## src/rtl/eft_pkg.sv

```systemverilog
`timescale 1ns/1ps
package eft_pkg;

    typedef enum logic [1:0] {
        ACT_NONE = 2'b00,
        ACT_ONE  = 2'b01,
        ACT_ALL  = 2'b10,
        ACT_ANY  = 2'b11
    } act_mode_e;

endpackage

```

## src/rtl/eft_qual.sv

```systemverilog
`timescale 1ns/1ps
module eft_qual #(
    parameter int N_THR = 2,
    localparam int TID_W = (N_THR > 1) ? $clog2(N_THR) : 1,
    localparam int N_CTX = 2 * N_THR
) (
    input  logic [TID_W-1:0] ctx_thread_i,
    input  logic             ctx_kernel_i,
    input  logic [N_THR-1:0] thr_active_i,
    input  logic [N_CTX-1:0] priv_en_i,
    input  logic [1:0]       act_mode_i,
    output logic             qual_o
);
    import eft_pkg::*;

    logic [N_CTX-1:0] ctx_hit;
    logic             priv_ok;
    logic             act_ok;
    logic             one_active;

    // decode the current context into a one-hot vector, index {thread, kernel}
    for (genvar g = 0; g < N_CTX; g++) begin : g_ctx
        localparam int TID = g / 2;
        localparam logic KRN = logic'(g % 2);
        assign ctx_hit[g] = (ctx_thread_i == TID_W'(TID)) && (ctx_kernel_i == KRN);
    end

    assign priv_ok    = |(ctx_hit & priv_en_i);
    assign one_active = ($countones(thr_active_i) == 1);

    always_comb begin
        case (act_mode_i)
            ACT_NONE: act_ok = ~(|thr_active_i);
            ACT_ONE:  act_ok = one_active;
            ACT_ALL:  act_ok = &thr_active_i;
            default:  act_ok = |thr_active_i;
        endcase
    end

    assign qual_o = priv_ok & act_ok;

endmodule

```

## src/rtl/eft_cmp.sv

```systemverilog
`timescale 1ns/1ps
module eft_cmp #(
    parameter int CNT_W = 4
) (
    input  logic [CNT_W-1:0] cnt_i,
    input  logic [CNT_W-1:0] thresh_i,
    input  logic             inv_i,
    input  logic             qual_i,
    output logic             hit_o
);
    logic above;

    assign above = (cnt_i > thresh_i);
    // a blocked count never satisfies either direction
    assign hit_o = qual_i & (inv_i ? ~above : above);

endmodule

```

## src/rtl/evt_thresh_filter.sv

```systemverilog
`timescale 1ns/1ps
module evt_thresh_filter #(
    parameter int CNT_W = 4,
    parameter int N_THR = 2,
    localparam int TID_W = (N_THR > 1) ? $clog2(N_THR) : 1,
    localparam int N_CTX = 2 * N_THR
) (
    input  logic             clk,
    input  logic             rst_n,
    input  logic [CNT_W-1:0] evt_cnt_i,
    input  logic [TID_W-1:0] ctx_thread_i,
    input  logic             ctx_kernel_i,
    input  logic [N_THR-1:0] thr_active_i,
    input  logic [N_CTX-1:0] priv_en_i,
    input  logic [1:0]       act_mode_i,
    input  logic             cmp_en_i,
    input  logic             cmp_inv_i,
    input  logic [CNT_W-1:0] thresh_i,
    input  logic             edge_en_i,
    output logic [CNT_W-1:0] incr_o
);

    typedef struct packed {
        logic [CNT_W-1:0] incr;
        logic             hist;
    } state_t;

    state_t st_d, st_q;
    logic   qual;
    logic   hit;

    eft_qual #(.N_THR(N_THR)) u_qual (
        .ctx_thread_i (ctx_thread_i),
        .ctx_kernel_i (ctx_kernel_i),
        .thr_active_i (thr_active_i),
        .priv_en_i    (priv_en_i),
        .act_mode_i   (act_mode_i),
        .qual_o       (qual)
    );

    eft_cmp #(.CNT_W(CNT_W)) u_cmp (
        .cnt_i    (evt_cnt_i),
        .thresh_i (thresh_i),
        .inv_i    (cmp_inv_i),
        .qual_i   (qual),
        .hit_o    (hit)
    );

    always_comb begin
        st_d = st_q;
        if (!cmp_en_i) begin
            st_d.incr = qual ? evt_cnt_i : '0;
            st_d.hist = 1'b0;
        end else begin
            if (edge_en_i) begin
                st_d.incr = CNT_W'(hit & ~st_q.hist);
            end else begin
                st_d.incr = CNT_W'(hit);
            end
            st_d.hist = hit;
        end
    end

    always_ff @(posedge clk) begin
        if (!rst_n) begin
            st_q <= '0;
        end else begin
            st_q <= st_d;
        end
    end

    assign incr_o = st_q.incr;

endmodule

```

## config.mk

```make
export PLATFORM = sky130hd
export DESIGN_NAME = evt_thresh_filter
export DESIGN_NICKNAME = d
export VERILOG_FILES = /design/src/rtl/eft_pkg.sv /design/src/rtl/eft_qual.sv /design/src/rtl/eft_cmp.sv /design/src/rtl/evt_thresh_filter.sv
export SDC_FILE = /design/constraint.sdc
export NUM_CORES = 1
export LEC_CHECK = 0
export BUFFER_PORTS_ARGS = -buffer_cell sky130_fd_sc_hd__buf_2
export CAP_MARGIN = 5
export CORE_AREA = 2 2 39 41
export CTS_BUF_LIST = sky130_fd_sc_hd__clkbuf_8
export DETAILED_ROUTE_END_ITERATION = 6
export DIE_AREA = 0 0 41 43
export GPL_ROUTABILITY_DRIVEN = 0
export GPL_TIMING_DRIVEN = 0
export HOLD_SLACK_MARGIN = 0.08
export SETUP_SLACK_MARGIN = 0.15
export SLEW_MARGIN = 10
export SYNTH_ARGS = -nofsm -noshare
export SYNTH_HDL_FRONTEND = slang
export SYNTH_SLANG_ARGS = --single-unit
```

## constraint.sdc

```tcl
create_clock -name clk -period 1.7 [get_ports clk]
set_input_delay 0.34 -clock clk [delete_from_list [all_inputs] [get_ports clk]]
set_output_delay 0.34 -clock clk [all_outputs]
set_load 0.01 [all_outputs]
```

After elaboration in Yosys (flattened, before gate mapping)
Index checks and enable logic that the tools add are counted.

cells by class
  add/subtract/negate cells = 1
  $lt $le $gt $ge = 1
  eq/ne operators = 3
  muxes and demuxes = 5
  bitwise gates (word level) = 9
  reductions and logical operators = 9

operators with widths
  kind                   count
  $eq A32 B2 Y1 const B  1
  $mux W4                2
  $mux W5                1
  $and A1 B4 Y4          1
  $and A4 B4 Y4          1
  $gt A4 B4 Y1           1
  $logic_and A1 B1 Y1    4
  $not A1 Y1             4
  $not A1 Y4             1
  $reduce_and A2 Y1      2
  $reduce_or A4 Y1       1
  $pmux W1 S3            1
  $add A1 B1 Y2          1
  $and A1 B1 Y1          2
  $eq A2 B1 Y1 const B   1
  $eq A2 B2 Y1 const B   1
  $logic_not A2 Y1       1
  $reduce_or A2 Y1       1
  $mux W1                1

word-level totals
  register bits = 5
  output and inout port bits = 4
  word-level logic and storage cells = 30

Longest topological paths before layout
Gate-level depths: netlist (run 1).

  word-level depth = 9
  gate-level depth with buffers = 7

By module
From an unflattened synthesis (run 1), not the netlist that was laid out.

second synthesis, totals
  cells, all modules = 44
  area, all modules = 404.1 um^2

by module, submodules not included
  module             times used  cells an instance  area an instance (um^2)  sequential area each (um^2)
  evt_thresh_filter  1           16                 181.4                    100.1
  eft_cmp            1           17                 128.9                    0.0
  eft_qual           1           11                 93.8                     0.0

Least setup slack after synthesis (run 1)
Ideal clock, no wire load.

  path kind = input port to flip-flop
  start = input thresh_i[3]
  end = register st_q, in the netlist incr_o[0]
  setup time = 117 ps
  data arrival time = 1383 ps
  setup slack = 200 ps
  cell stages on the path = 7
  buffers on the path = 0
  cell sequence = inv_1 ha_1 nand4_1 nor4bb_1 a41oi_1 a21oi_2 a22o_1

between the ends
  cells in the longest elaborated chain, start to end = 7

RTL lines
  item                  RTL line                 source
  from (decl)           evt_thresh_filter.sv:18  input logic [CNT_W-1:0] thresh_i,
  $gt A4 B4 Y1 (*)      eft_cmp.sv:13            assign above = (cnt_i > thresh_i);
  $not A1 Y1            eft_cmp.sv:15            assign hit_o = qual_i & (inv_i ? ~above : above);
  $mux W1 (*)           eft_cmp.sv:15
  $and A1 B1 Y1 (*)     eft_cmp.sv:15
  $and A1 B4 Y4         evt_thresh_filter.sv:56  st_d.incr = CNT_W'(hit & ~st_q.hist);
  $mux W4 (*)           evt_thresh_filter.sv:55  if (edge_en_i) begin
  $mux W5 (*)           evt_thresh_filter.sv:51  if (!cmp_en_i) begin
  to (signal assigned)  evt_thresh_filter.sv:68  st_q <= st_d;
  to (decl)             evt_thresh_filter.sv:28  state_t st_d, st_q;

Every way passes the cells marked *; elsewhere a longest branch is shown, timed or not.
A chain may end at the register's enable or synchronous reset.

Worst setup path in the final report (run 1)
  start = input evt_cnt_i[3]
  end = register st_q, in the netlist incr_o[0]

between the ends
  cells in the longest elaborated chain, start to end = 7

RTL lines
  item               RTL line                 source
  from (decl)        evt_thresh_filter.sv:10  input logic [CNT_W-1:0] evt_cnt_i,
  $gt A4 B4 Y1 (*)   eft_cmp.sv:13
  $not A1 Y1         eft_cmp.sv:15
  $mux W1 (*)        eft_cmp.sv:15
  $and A1 B1 Y1 (*)  eft_cmp.sv:15
  $and A1 B4 Y4      evt_thresh_filter.sv:56
  $mux W4 (*)        evt_thresh_filter.sv:55
  $mux W5 (*)        evt_thresh_filter.sv:51

Marked as above.

==> results of run 1 <==
[placed cells by master (no fill, tap or decap), drive strengths merged]
cell type,instances
o211ai,2
nand3b,1
mux2i,1
a21oi,2
dfxtp,5
nand2,3
nor4bb,1
inv,7
o22a,1
nor2,2
nand4,1
a41oi,1
and2,3
nor2b,1
mux4,1
ha,6
a22o,1
o211a,1
buf,30
clkbuf,3
[flip-flops by register name, summed over array words and instances (netlist names)]
register  count
incr_o        4
st_q          1
[metal layers]
| layer | vias up | global-route usage | wire length [microns] |
|---|---|---|---|
| li1 | 208 | - | - |
| met1 | 175 | 0.0877 | 290 |
| met2 | 12 | 0.234 | 550 |
| met3 | 2 | 0.0209 | 42 |
| met4 | 0 | 0.0800 | 14 |
| met5 | - | 0 | 0 |
[worst max-delay path, cell delays in order]
cell	delay, ns
sky130_fd_sc_hd__buf_2	0.10
sky130_fd_sc_hd__ha_1	0.30
sky130_fd_sc_hd__nand4_1	0.15
sky130_fd_sc_hd__nor4bb_1	0.16
sky130_fd_sc_hd__a41oi_1	0.20
sky130_fd_sc_hd__a21oi_2	0.08
sky130_fd_sc_hd__a22o_1	0.22
[cells by family (layout without fill, tap and decap cells)]
kind of cell | Yosys count | in the layout | share of synthesized area
AOI/OAI and AO/OA | 8 | 8 | 0.179
adders and majority gates | 6 | 6 | 0.188
muxes | 2 | 2 | 0.0815
and+or+nand+nor | 12 | 12 | 0.169
DFF | 5 | 5 | 0.251
buffers and inverters | 10 | 40 | 0.132
[Yosys cell counts (2+ instances only)]
| library cell | count |
|---|---|
| sky130_fd_sc_hd__ha_1 | 6 |
| sky130_fd_sc_hd__inv_1 | 6 |
| sky130_fd_sc_hd__dfxtp_1 | 5 |
| sky130_fd_sc_hd__buf_4 | 4 |
| sky130_fd_sc_hd__and2_1 | 3 |
| sky130_fd_sc_hd__nand2_1 | 3 |
| sky130_fd_sc_hd__nor2_1 | 2 |
[how the worst max path moves through the flow]
stage / end / cells after the start / from
5_1_grt: incr_o[0] / 7 / evt_cnt_i[1]
3_5_place_dp: incr_o[0] / 7 / evt_cnt_i[3]
2_1_floorplan: incr_o[0] / 7 / thresh_i[3]
6_report: incr_o[0] / 7 / evt_cnt_i[3]
4_1_cts: incr_o[0] / 7 / evt_cnt_i[3]
3_3_place_gp: incr_o[0] / 7 / evt_cnt_i[3]
[stage by stage]
| stage | setup WS [ns] | hold WS, ns | utilization | cell area [sq um] |
|---|---|---|---|---|
| floorplan | 0.200 | 0.458 | - | 399 |
| global placement | 0.0420 | 0.472 | 0.397 | 549 |
| detailed placement | 0.0270 | 0.476 | 0.397 | 549 |
| CTS | 0.252 | 0.340 | 0.429 | 594 |
| global route | 0.165 | 0.346 | 0.429 | 594 |
| finish | 0.242 | 0.340 | 0.429 | 594 |
[power groups by stage]
| stage | logic [mW] | registers (mW) | clock network (mW) |
|---|---|---|---|
| after floorplan | 0.0452 | 0.124 | 0 |
| after global placement | 0.0810 | 0.124 | 0 |
| after detailed placement | 0.0876 | 0.124 | 0 |
| after CTS | 0.0877 | 0.122 | 0.211 |
| after global routing | 0.0973 | 0.122 | 0.217 |
| final | 0.0863 | 0.122 | 0.207 |
[layout make-up]
| class | instances | area share |
|---|---|---|
| Multi-Input combinational cell | 28 | 0.415 |
| Timing Repair Buffer | 26 | 0.219 |
| Clock buffer | 3 | 0.0695 |
| Sequential cell | 5 | 0.168 |
| Inverter | 6 | 0.0379 |
| Clock inverter | 1 | 0.00632 |
| Tap cell | 16 | 0.0337 |
| Buffer | 4 | 0.0505 |
==> insert_results.sql, run 1 <==
INSERT INTO impl_metrics (metric_group, metric, value, unit) VALUES
('synthesis', 'synth_enable_flop_cells', '0', ''),
('finish', 'antenna_cells', '0', ''),
('clocking', 'tritoncts', 'done', ''),
('finish', 'final_layout_size_suffix_gt1_frac', '0.507', ''),
('route', 'wirelength', '897', 'microns'),
('run_status', 'result_of_the_run', 'complete, no violations', ''),
('clocking', 'clock_sink_count', '5', ''),
('place', 'place.detailed.instances', '85', ''),
('finish', 'synthToLayoutAreaGrowth', '48.9', '%'),
('synthesis', 'yosysTopAreaCell', 'sky130_fd_sc_hd__dfxtp_1', ''),
('place', 'count_of_buffers_inserted_at_the_top_level_ports', '26', ''),
('floorplan', 'initial_utilization', '0.288', ''),
('timing', 'fin_skew', '0.0000420', 'ns'),
('pwr', 'leakagePower', '0.336', 'nW'),
('route', 'vias_after_detailed_routing', '397', ''),
('route', 'ant_nets', '0', ''),
('pwr', 'cellPowerDensity', '699', 'nW/um^2'),
('clocking', 'numCtsBuffers', '3', ''),
('worst_setup_path', 'reg_to_reg_start', 'st_q[0]', ''),
('synthesis', 'post_synth.cell_area_avg', '9.28', 'sq um'),
('clocking', 'cts_buffer_depth', '2', ''),
('clocking', 'cts_resized', '0', ''),
('grt', 'antenna_violations_before_repair', '0', ''),
('floorplan', 'placement_rows', '14', ''),
('pwr', 'power.switching', '92.2', 'uW'),
('timing', 'final-hold-violation-count', '0', ''),
('timing', 'fin_tns_setup', '0', 'ns'),
('grt', 'gr_ovfl_total', '0', ''),
('worst_setup_path', 'worst_setup_end_kind', 'flop', ''),
('pwr', 'overall_power_after_layout', '415', 'uW'),
('synthesis', 'synth_top_area_frac', '0.251', ''),
('timing', 'timing.final.crit_share', '0.858', ''),
('floorplan', 'ioPinCount', '27', ''),
('synthesis', 'syn-cell-area', '399', 'sq um'),
('clocking', 'htreeDepth', '1', ''),
('synthesis', 'synthesis.nets', '72', ''),
('finish', 'layout.filler_cells', '158', ''),
('hold_path', 'worstHoldStart', 'evt_cnt_i[3]', ''),
('pwr', 'ir_worst_vdd', '0.000228', 'V'),
('worst_setup_path', 'critPathRequiredTime', '1.81', 'ns'),
('synthesis', 'ys_ff_latch', '5', ''),
('synthesis', 'synth_warnings', '0', ''),
('floorplan', 'core_region_area', '1380', 'sq um'),
('synthesis', 'synth_top_cells_by_area', 'sky130_fd_sc_hd__dfxtp_1, sky130_fd_sc_hd__ha_1, sky130_fd_sc_hd__buf_4', ''),
('grt', 'grt_pass1_wl', '1360', 'microns'),
('clocking', 'clock_insertion_delay_worst_skew', '0.22', 'ns'),
('pwr', 'internal_power', '323', 'uW'),
('synthesis', 'syn_inst', '43', ''),
('worst_setup_path', 'worst_reg2reg_path_depth', '2', ''),
('grt', 'number_of_global_route_vias_before_repair', '373', ''),
('pwr', 'switching_share_of_power', '0.222', ''),
('pwr', 'sequentialPowerShare', '0.294', ''),
('grt', 'groute.usage.overall', '0.119', ''),
('route', 'avgRoutedWirePerCell', '10.1', 'microns'),
('finish', 'multiInputGateArea', '246', 'sq um'),
('route', 'drtPass1Iterations', '1', ''),
('clocking', 'clock_tree.root_cell', 'sky130_fd_sc_hd__clkbuf_8', ''),
('timing', 'finalCriticalPeriod', '1.46', 'ns'),
('finish', 'finish.cell_count_without_fillers', '89', ''),
('timing', 'rsz0062_at_grt', 'no', ''),
('floorplan', 'dieWidth', '41', 'microns'),
('grt', 'grt_max_degree', '6', ''),
('finish', 'reg_area', '100', 'sq um'),
('hold_path', 'hold_path_class', 'in2reg', ''),
('timing', 'max_slew.worst_pin.slew', '0.228', 'ns'),
('clocking', 'post_cts_buffers', '0', ''),
('route', 'route.detailed.vias_per_inst', '4.46', ''),
('hold_path', 'hold_path_depth', '2', ''),
('worst_setup_path', 'worst-path-max-fanout', '3', ''),
('clocking', 'clk_transition_reported_paths', '0.03', 'ns'),
('route', 'drt-initial-drc-count', '0', '');
Power figures use the tool's default switching activity.
==> run 2: changes to the inputs <==
--- a/config.mk
+++ b/config.mk
@@ -5,6 +5,7 @@
 export SDC_FILE = /design/constraint.sdc
 export NUM_CORES = 1
 export LEC_CHECK = 0
+export ABC_AREA = 1
 export BUFFER_PORTS_ARGS = -buffer_cell sky130_fd_sc_hd__buf_2
 export CAP_MARGIN = 5
 export CORE_AREA = 2 2 39 41
@@ -14,7 +15,9 @@
 export GPL_ROUTABILITY_DRIVEN = 0
 export GPL_TIMING_DRIVEN = 0
 export HOLD_SLACK_MARGIN = 0.08
+export PLACE_DENSITY = 0.66
 export SETUP_SLACK_MARGIN = 0.15
+export SKIP_CTS_REPAIR_TIMING = 1
 export SLEW_MARGIN = 10
 export SYNTH_ARGS = -nofsm -noshare
 export SYNTH_HDL_FRONTEND = slang
==> run 2 against run 1 <==
Compared with the run above: synthesized area is 17% higher; maximum frequency increased by 26%; sequential share of layout area fell by 1.7 points; combinational power grew 16%; clock power is essentially flat; core utilization is 5.0 points higher; final area up 12%; hold slack improved by 0.0068 ns; sequential power about the same; non-clock buffer count stayed put; synthesized cell count grew 79%; setup slack improved by 0.31 ns.
==> insert_results.sql, run 2 <==
INSERT INTO impl_metrics (metric_group, metric, value, unit) VALUES
('run_status', 'result_of_the_run', 'complete, no violations', ''),
('worst_setup_path', 'cp_slowest_cell', 'sky130_fd_sc_hd__ha_1', ''),
('clocking', 'clock_tree.root_cell', 'sky130_fd_sc_hd__clkbuf_8', ''),
('synthesis', 'post_synth.cell_area_avg', '6.08', 'sq um'),
('worst_setup_path', 'arrival', '1.26', 'ns'),
('worst_setup_path', 'worst_setup_end_kind', 'flop', ''),
('finish', 'final_nets', '137', ''),
('worst_setup_path', 'worstPathCellList', 'buf_2 > inv_1 > ha_1 > inv_1 > nand2_1 > nand3_1 > nand2_1 > nand2_2 > inv_1 > nand4_1 > nand2_1', ''),
('worst_setup_path', 'reg_to_reg_start', 'st_q[0]', ''),
('worst_setup_path', 'cpPeakStageDelay', '0.27', 'ns'),
('timing', 'final-hold-violation-count', '0', ''),
('synthesis', 'mux_share_of_post_synthesis_cell_area', '0', ''),
('synthesis', 'synth_most_common_cell', 'sky130_fd_sc_hd__inv_1', ''),
('clocking', 'clock_sink_count', '5', ''),
('grt', 'number_of_global_route_vias_before_repair', '429', ''),
('synthesis', 'yosys.area_share.xor_xnor', '0', ''),
('clocking', 'numCtsBuffers', '3', ''),
('run', 'max_cap_viol_count', '0', ''),
('worst_setup_path', 'critPathRequiredTime', '1.81', 'ns'),
('synthesis', 'synthesis.nets', '106', ''),
('floorplan', 'dieWidth', '41', 'microns'),
('pwr', 'overall_power_after_layout', '433', 'uW'),
('synthesis', 'synth_warnings', '0', ''),
('place', 'placedInstanceArea', '618', 'sq um'),
('route', 'drt-initial-drc-count', '6', ''),
('floorplan', 'placement_rows', '14', ''),
('synthesis', 'synth_top_area_frac', '0.214', ''),
('route', 'vias_after_detailed_routing', '512', ''),
('hold_path', 'worstHoldStart', 'evt_cnt_i[3]', ''),
('timing', 'setup_viol', '0', ''),
('route', 'drtPass1Iterations', '2', ''),
('grt', 'grt_max_degree', '4', ''),
('finish', 'layout.core_utilization', '0.479', ''),
('finish', 'layout.cell_area.non_filler', '663', 'sq um'),
('floorplan', 'core_region_area', '1380', 'sq um'),
('route', 'wirelength', '867', 'microns'),
('synthesis', 'synth_top_cells_by_area', 'sky130_fd_sc_hd__dfxtp_1, sky130_fd_sc_hd__inv_1, sky130_fd_sc_hd__ha_1', ''),
('grt', 'antenna_violations_before_repair', '0', ''),
('finish', 'antenna_cells', '0', ''),
('worst_setup_path', 'worst_path_dominant_cell_family', 'simple AND/OR/NAND/NOR gates', ''),
('synthesis', 'synth_area_in_compound_gates', '0.0214', ''),
('clocking', 'htreeDepth', '1', ''),
('clocking', 'clock_insertion_delay_worst_skew', '0.22', 'ns'),
('floorplan', 'initial_utilization', '0.338', ''),
('place', 'detailedPlacementHpwl', '802', 'microns'),
('route', 'route.detailed.vias_per_inst', '4.16', ''),
('synthesis', 'ys_ff_latch', '5', ''),
('synthesis', 'synth_flop_cell', 'sky130_fd_sc_hd__dfxtp_1', ''),
('grt', 'gr_ovfl_total', '0', ''),
('hold_path', 'hold_path_depth', '3', ''),
('timing', 'slew_viol_final', '0', ''),
('timing', 'fin_skew', '0.0000740', 'ns'),
('timing', 'postLayoutSetupSlackWorst', '0.547', 'ns'),
('worst_setup_path', 'critPathBufInv', '4', ''),
('finish', 'final_layout_size_suffix_gt1_frac', '0.355', ''),
('worst_setup_path', 'worst_reg2reg_path_depth', '3', ''),
('finish', 'largest_register_ff_count', '4', ''),
('clocking', 'cts_buffer_depth', '2', ''),
('synthesis', 'syn-cell-area', '468', 'sq um'),
('worst_setup_path', 'worst_setup_path_start_kind', 'input pin', ''),
('finish', 'layout_common_cells', 'sky130_fd_sc_hd__buf_2, sky130_fd_sc_hd__inv_1, sky130_fd_sc_hd__nand2_1, sky130_fd_sc_hd__nand3_1, sky130_fd_sc_hd__ha_1', ''),
('pwr', 'leakagePower', '0.458', 'nW'),
('synthesis', 'dominant_combinational_cell_family_by_area_after_synthesis', 'simple AND/OR/NAND/NOR gates', ''),
('finish', 'most_common_cell_after_layout_fill_and_taps_aside', 'sky130_fd_sc_hd__buf_2', ''),
('finish', 'finish.cell_count_without_fillers', '123', ''),
('pwr', 'ir_worst_vdd', '0.000211', 'V'),
('place', 'worst_slack_after_detailed_placement', '0.314', 'ns'),
('hold_path', 'hold_path_class', 'in2reg', ''),
('clocking', 'clk_transition_reported_paths', '0.03', 'ns'),
('synthesis', 'synth_adder_area_share', '0.160', ''),
('timing', 'max_clock_freq', '867', 'MHz'),
('timing', 'max_slew.worst_pin.slew', '0.126', 'ns'),
('timing', 'fin_tns_setup', '0', 'ns'),
('clocking', 'tritoncts', 'done', ''),
('synthesis', 'synth_enable_flop_cells', '0', ''),
('synthesis', 'seq_area_frac_synth', '0.214', ''),
('route', 'drcViolationCount', '0', ''),
('timing', 'worst_hold_margin', '0.347', 'ns'),
('worst_setup_path', 'worst-path-max-fanout', '2', ''),
('grt', 'grt_pass1_wl', '1470', 'microns'),
('worst_setup_path', 'critPathKind', 'in2reg', ''),
('worst_setup_path', 'rr_endpoint', 'incr_o[0]', ''),
('synthesis', 'synth.top_cells.by_count', 'sky130_fd_sc_hd__inv_1, sky130_fd_sc_hd__nand2_1, sky130_fd_sc_hd__nand3_1', ''),
('worst_setup_path', 'r2r_setup_slack', '1.06', 'ns'),
('place', 'place.detailed.instances', '119', ''),
('floorplan', 'ioPinCount', '27', ''),
('route', 'avgRoutedWirePerCell', '7.05', 'microns'),
('synthesis', 'synth_async_sr_flop_share', '0', ''),
('place', 'count_of_buffers_inserted_at_the_top_level_ports', '26', ''),
('timing', 'timing.final.crit_share', '0.678', ''),
('route', 'ant_nets', '0', ''),
('hold_path', 'worst_hold_path.endpoint', 'incr_o[3]', ''),
('grt', 'groute.usage.overall', '0.123', ''),
('floorplan', 'die_area', '1760', 'sq um'),
('timing', 'finalCriticalPeriod', '1.15', 'ns'),
('floorplan', 'chipHeight', '43', 'microns'),
('synthesis', 'syn_inst', '77', ''),
('finish', 'synthToLayoutAreaGrowth', '41.7', '%'),
('pwr', 'cellPowerDensity', '652', 'nW/um^2'),
('timing', 'worst_slew_margin_rel', '0.916', ''),
('synthesis', 'synth_cell_types', '12', ''),
('synthesis', 'synth_simple_gate_area_share', '0.340', ''),
('synthesis', 'yosysTopAreaCell', 'sky130_fd_sc_hd__dfxtp_1', ''),
('timing', 'rsz0062_at_grt', 'no', '');
[run 2: cell type report]
class / instances / area, sq um
buffer: 4 / 30.0
clock buffer: 3 / 41.3
clock inverter: 1 / 3.75
fill: 141 / 721
inverter: 25 / 93.8
multi-input combinational: 43 / 244
sequential: 5 / 100
tap: 16 / 20.0
timing repair buffer: 26 / 130
[run 2: cell families (layout without fill, tap and decap cells)]
logic type,after synthesis,after routing
AO/OA/AOI/OAI,2,2
adder cells (fa/ha/maj),6,6
buffers and inverters,29,59
flip-flops,5,5
AND/OR/NAND/NOR,35,35
[run 2: worst max-delay path by stage]
stage,startpoint,endpoint,depth (start not counted)
finish,thr_active_i[0],incr_o[0],11
floorplan,thr_active_i[0],incr_o[0],10
CTS,thr_active_i[0],incr_o[0],11
global placement,thr_active_i[0],incr_o[0],11
global route,thr_active_i[0],incr_o[2],11
detailed placement,thr_active_i[0],incr_o[0],11
[run 2: tightest hold or removal path, stage by stage]
cell	delay [ns]
sky130_fd_sc_hd__buf_2	0.10
sky130_fd_sc_hd__inv_1	0.04
sky130_fd_sc_hd__nor2_1	0.03
[run 2: power breakdown]
part | switching [mW] | internal [mW] | leakage, nW
sequential | 0.000734 | 0.121 | 0.0405
clock | 0.0558 | 0.155 | 0.0269
combinational | 0.0524 | 0.0478 | 0.391
total | 0.109 | 0.324 | 0.458
[run 2: metal layers]
layer  track usage  share of wire
met1         0.114           0.38
met4        0.0933         0.0092
met3        0.0314          0.057
met2         0.209           0.55
met5             0              0
==> run 3: changes to the inputs <==
--- a/config.mk
+++ b/config.mk
@@ -15,7 +15,7 @@
 export GPL_ROUTABILITY_DRIVEN = 0
 export GPL_TIMING_DRIVEN = 0
 export HOLD_SLACK_MARGIN = 0.08
-export PLACE_DENSITY = 0.66
+export PLACE_DENSITY = 0.69
 export SETUP_SLACK_MARGIN = 0.15
 export SKIP_CTS_REPAIR_TIMING = 1
 export SLEW_MARGIN = 10
==> constraint.sdc (replaced) <==
create_clock -name clk -period 1 [get_ports clk]
set_input_delay 0.2 -clock clk [delete_from_list [all_inputs] [get_ports clk]]
set_output_delay 0.2 -clock clk [all_outputs]
set_load 0.01 [all_outputs]
==> run 3 against run 2 <==
Compared with the run above: die area stayed put; critical path type unchanged; final area is 32% higher; clock power is 73% higher; via count is 1.8% higher; core utilization is 15 points higher; routed wire length is 14% higher.
==> insert_results.sql, run 3 (same netlist as run 2, synthesis figures left out) <==
INSERT INTO impl_metrics (metric_group, metric, value, unit) VALUES
('run_status', 'result_of_the_run', 'complete, no violations', ''),
('timing', 'max_clock_freq', '1010', 'MHz'),
('grt', 'antenna_violations_before_repair', '0', ''),
('grt', 'grt_pass1_wl', '1490', 'microns'),
('place', 'worst_slack_after_detailed_placement', '-0.262', 'ns'),
('clocking', 'numCtsBuffers', '3', ''),
('grt', 'groute.usage.overall', '0.119', ''),
('worst_setup_path', 'r2r_setup_slack', '0.37', 'ns'),
('floorplan', 'placement_rows', '14', ''),
('finish', 'layout.core_utilization', '0.633', ''),
('floorplan', 'die_area', '1760', 'sq um'),
('timing', 'fin_skew', '0.0000976', 'ns'),
('worst_setup_path', 'worst_setup_end_kind', 'flop', ''),
('finish', 'largest_register_ff_count', '4', ''),
('timing', 'worst_slew_margin_rel', '0.920', ''),
('floorplan', 'dieWidth', '41', 'microns'),
('clocking', 'clock_tree.root_cell', 'sky130_fd_sc_hd__clkbuf_8', ''),
('clocking', 'cts_buffer_depth', '2', ''),
('clocking', 'clk_transition_reported_paths', '0.04', 'ns'),
('route', 'drtPass1Iterations', '2', ''),
('timing', 'setup_viol', '0', ''),
('timing', 'finalCriticalPeriod', '0.987', 'ns'),
('timing', 'timing.final.crit_share', '0.987', ''),
('finish', 'most_common_cell_after_layout_fill_and_taps_aside', 'sky130_fd_sc_hd__inv_1', ''),
('timing', 'slew_viol_final', '0', ''),
('place', 'detailedPlacementHpwl', '869', 'microns'),
('finish', 'final_nets', '137', ''),
('floorplan', 'initial_utilization', '0.338', ''),
('finish', 'antenna_cells', '0', ''),
('timing', 'fin_tns_setup', '0', 'ns'),
('timing', 'rsz0062_at_grt', 'yes', ''),
('worst_setup_path', 'worst-path-max-fanout', '3', ''),
('grt', 'number_of_global_route_vias_before_repair', '458', ''),
('finish', 'final_layout_size_suffix_gt1_frac', '0.617', ''),
('grt', 'grt_max_degree', '4', ''),
('floorplan', 'chipHeight', '43', 'microns'),
('route', 'wirelength', '986', 'microns'),
('pwr', 'overall_power_after_layout', '845', 'uW'),
('timing', 'max_slew.worst_pin.slew', '0.120', 'ns'),
('route', 'ant_nets', '0', ''),
('worst_setup_path', 'critPathKind', 'in2reg', ''),
('pwr', 'leakagePower', '0.478', 'nW'),
('finish', 'layout_common_cells', 'sky130_fd_sc_hd__inv_1, sky130_fd_sc_hd__buf_2, sky130_fd_sc_hd__nand2_1, sky130_fd_sc_hd__nand2_2, sky130_fd_sc_hd__buf_6', ''),
('pwr', 'cellPowerDensity', '964', 'nW/um^2'),
('finish', 'synthToLayoutAreaGrowth', '87.2', '%'),
('timing', 'final-hold-violation-count', '0', ''),
('route', 'route.detailed.vias_per_inst', '4.24', ''),
('clocking', 'htreeDepth', '1', ''),
('worst_setup_path', 'arrival', '1.15', 'ns'),
('route', 'avgRoutedWirePerCell', '8.02', 'microns'),
('worst_setup_path', 'cp_slowest_cell', 'sky130_fd_sc_hd__ha_4', ''),
('run', 'max_cap_viol_count', '0', ''),
('worst_setup_path', 'critPathRequiredTime', '1.16', 'ns'),
('worst_setup_path', 'worstPathCellList', 'buf_8 > inv_8 > ha_4 > inv_2 > nand2_1 > nand3_1 > nand2_1 > nand2_2 > nor2_4 > nand2_2 > nor2_2', ''),
('grt', 'gr_ovfl_total', '0', ''),
('route', 'vias_after_detailed_routing', '521', ''),
('timing', 'postLayoutSetupSlackWorst', '0.0127', 'ns'),
('place', 'count_of_buffers_inserted_at_the_top_level_ports', '26', ''),
('worst_setup_path', 'cpPeakStageDelay', '0.24', 'ns'),
('clocking', 'clock_sink_count', '5', ''),
('route', 'drcViolationCount', '0', ''),
('clocking', 'tritoncts', 'done', ''),
('floorplan', 'ioPinCount', '27', ''),
('route', 'drt-initial-drc-count', '1', ''),
('floorplan', 'core_region_area', '1380', 'sq um'),
('pwr', 'ir_worst_vdd', '0.000339', 'V'),
('hold_path', 'hold_path_class', 'in2reg', ''),
('worst_setup_path', 'worst_setup_path_start_kind', 'input pin', ''),
('clocking', 'clock_insertion_delay_worst_skew', '0.22', 'ns');
## run 3: cell count changes in the layout (fill, tap and decap cells not counted), moves of 3 or more
| cell | delta |
|---|---|
| sky130_fd_sc_hd__buf_2 | -11 |
| sky130_fd_sc_hd__buf_6 | +9 |
| sky130_fd_sc_hd__inv_1 | -8 |
| sky130_fd_sc_hd__nand2_1 | -7 |
| sky130_fd_sc_hd__nand2_2 | +7 |
| sky130_fd_sc_hd__ha_1 | -5 |
| sky130_fd_sc_hd__ha_4 | +4 |
| sky130_fd_sc_hd__buf_8 | +3 |
| sky130_fd_sc_hd__inv_2 | +3 |
| sky130_fd_sc_hd__nand3_1 | -3 |
| sky130_fd_sc_hd__nand3_2 | +3 |
## run 3: final timing paths
check / from / endpoint / depth (start not counted)
max reg2reg: st_q[0] / incr_o[0] / 3
max: thr_active_i[0] / incr_o[3] / 11
min reg2reg: st_q[0] / incr_o[0] / 3
min: evt_cnt_i[3] / incr_o[3] / 3
## run 3: layout make-up
cell class / count / area, sq um
buffer: 4 / 37.5
clock buffer: 3 / 41.3
clock inverter: 1 / 3.75
fill: 119 / 508
inverter: 25 / 126
multi-input combinational: 43 / 338
sequential: 5 / 103
tap: 16 / 20.0
timing repair buffer: 26 / 206
## run 3: per-stage QoR
stage / hold slack [ns] / instance area (sq um) / instances
4_1_cts: 0.231 / 751 / 123
3_3_place_gp: 0.456 / 706 / 119
2_1_floorplan: 0.312 / 556 / 77
6_report: 0.205 / 876 / 123
5_1_grt: 0.217 / 876 / 123
3_5_place_dp: 0.457 / 706 / 119
## run 3: critical path, delay by kind of cell
kind / cells / cell delay [ns]
adder cells (fa/ha/maj): 1 / 0.24
buffers and inverters: 3 / 0.14
AND/OR/NAND/NOR: 7 / 0.56
## run 3: report_power, final
part	total, mW	switching [mW]	internal [mW]
registers	0.209	0.00196	0.207
logic	0.273	0.131	0.143
clock network	0.363	0.0993	0.263
total	0.845	0.232	0.613
## run 3: routing by layer
layer  vias to the layer above  global-route usage  wire length, microns
met2                        14               0.222                   567
met5                         -                   0                     0
met1                       225               0.115                   355
met3                         2              0.0314                    51
met4                         0              0.0400                    11
li1                        280                   -                     -
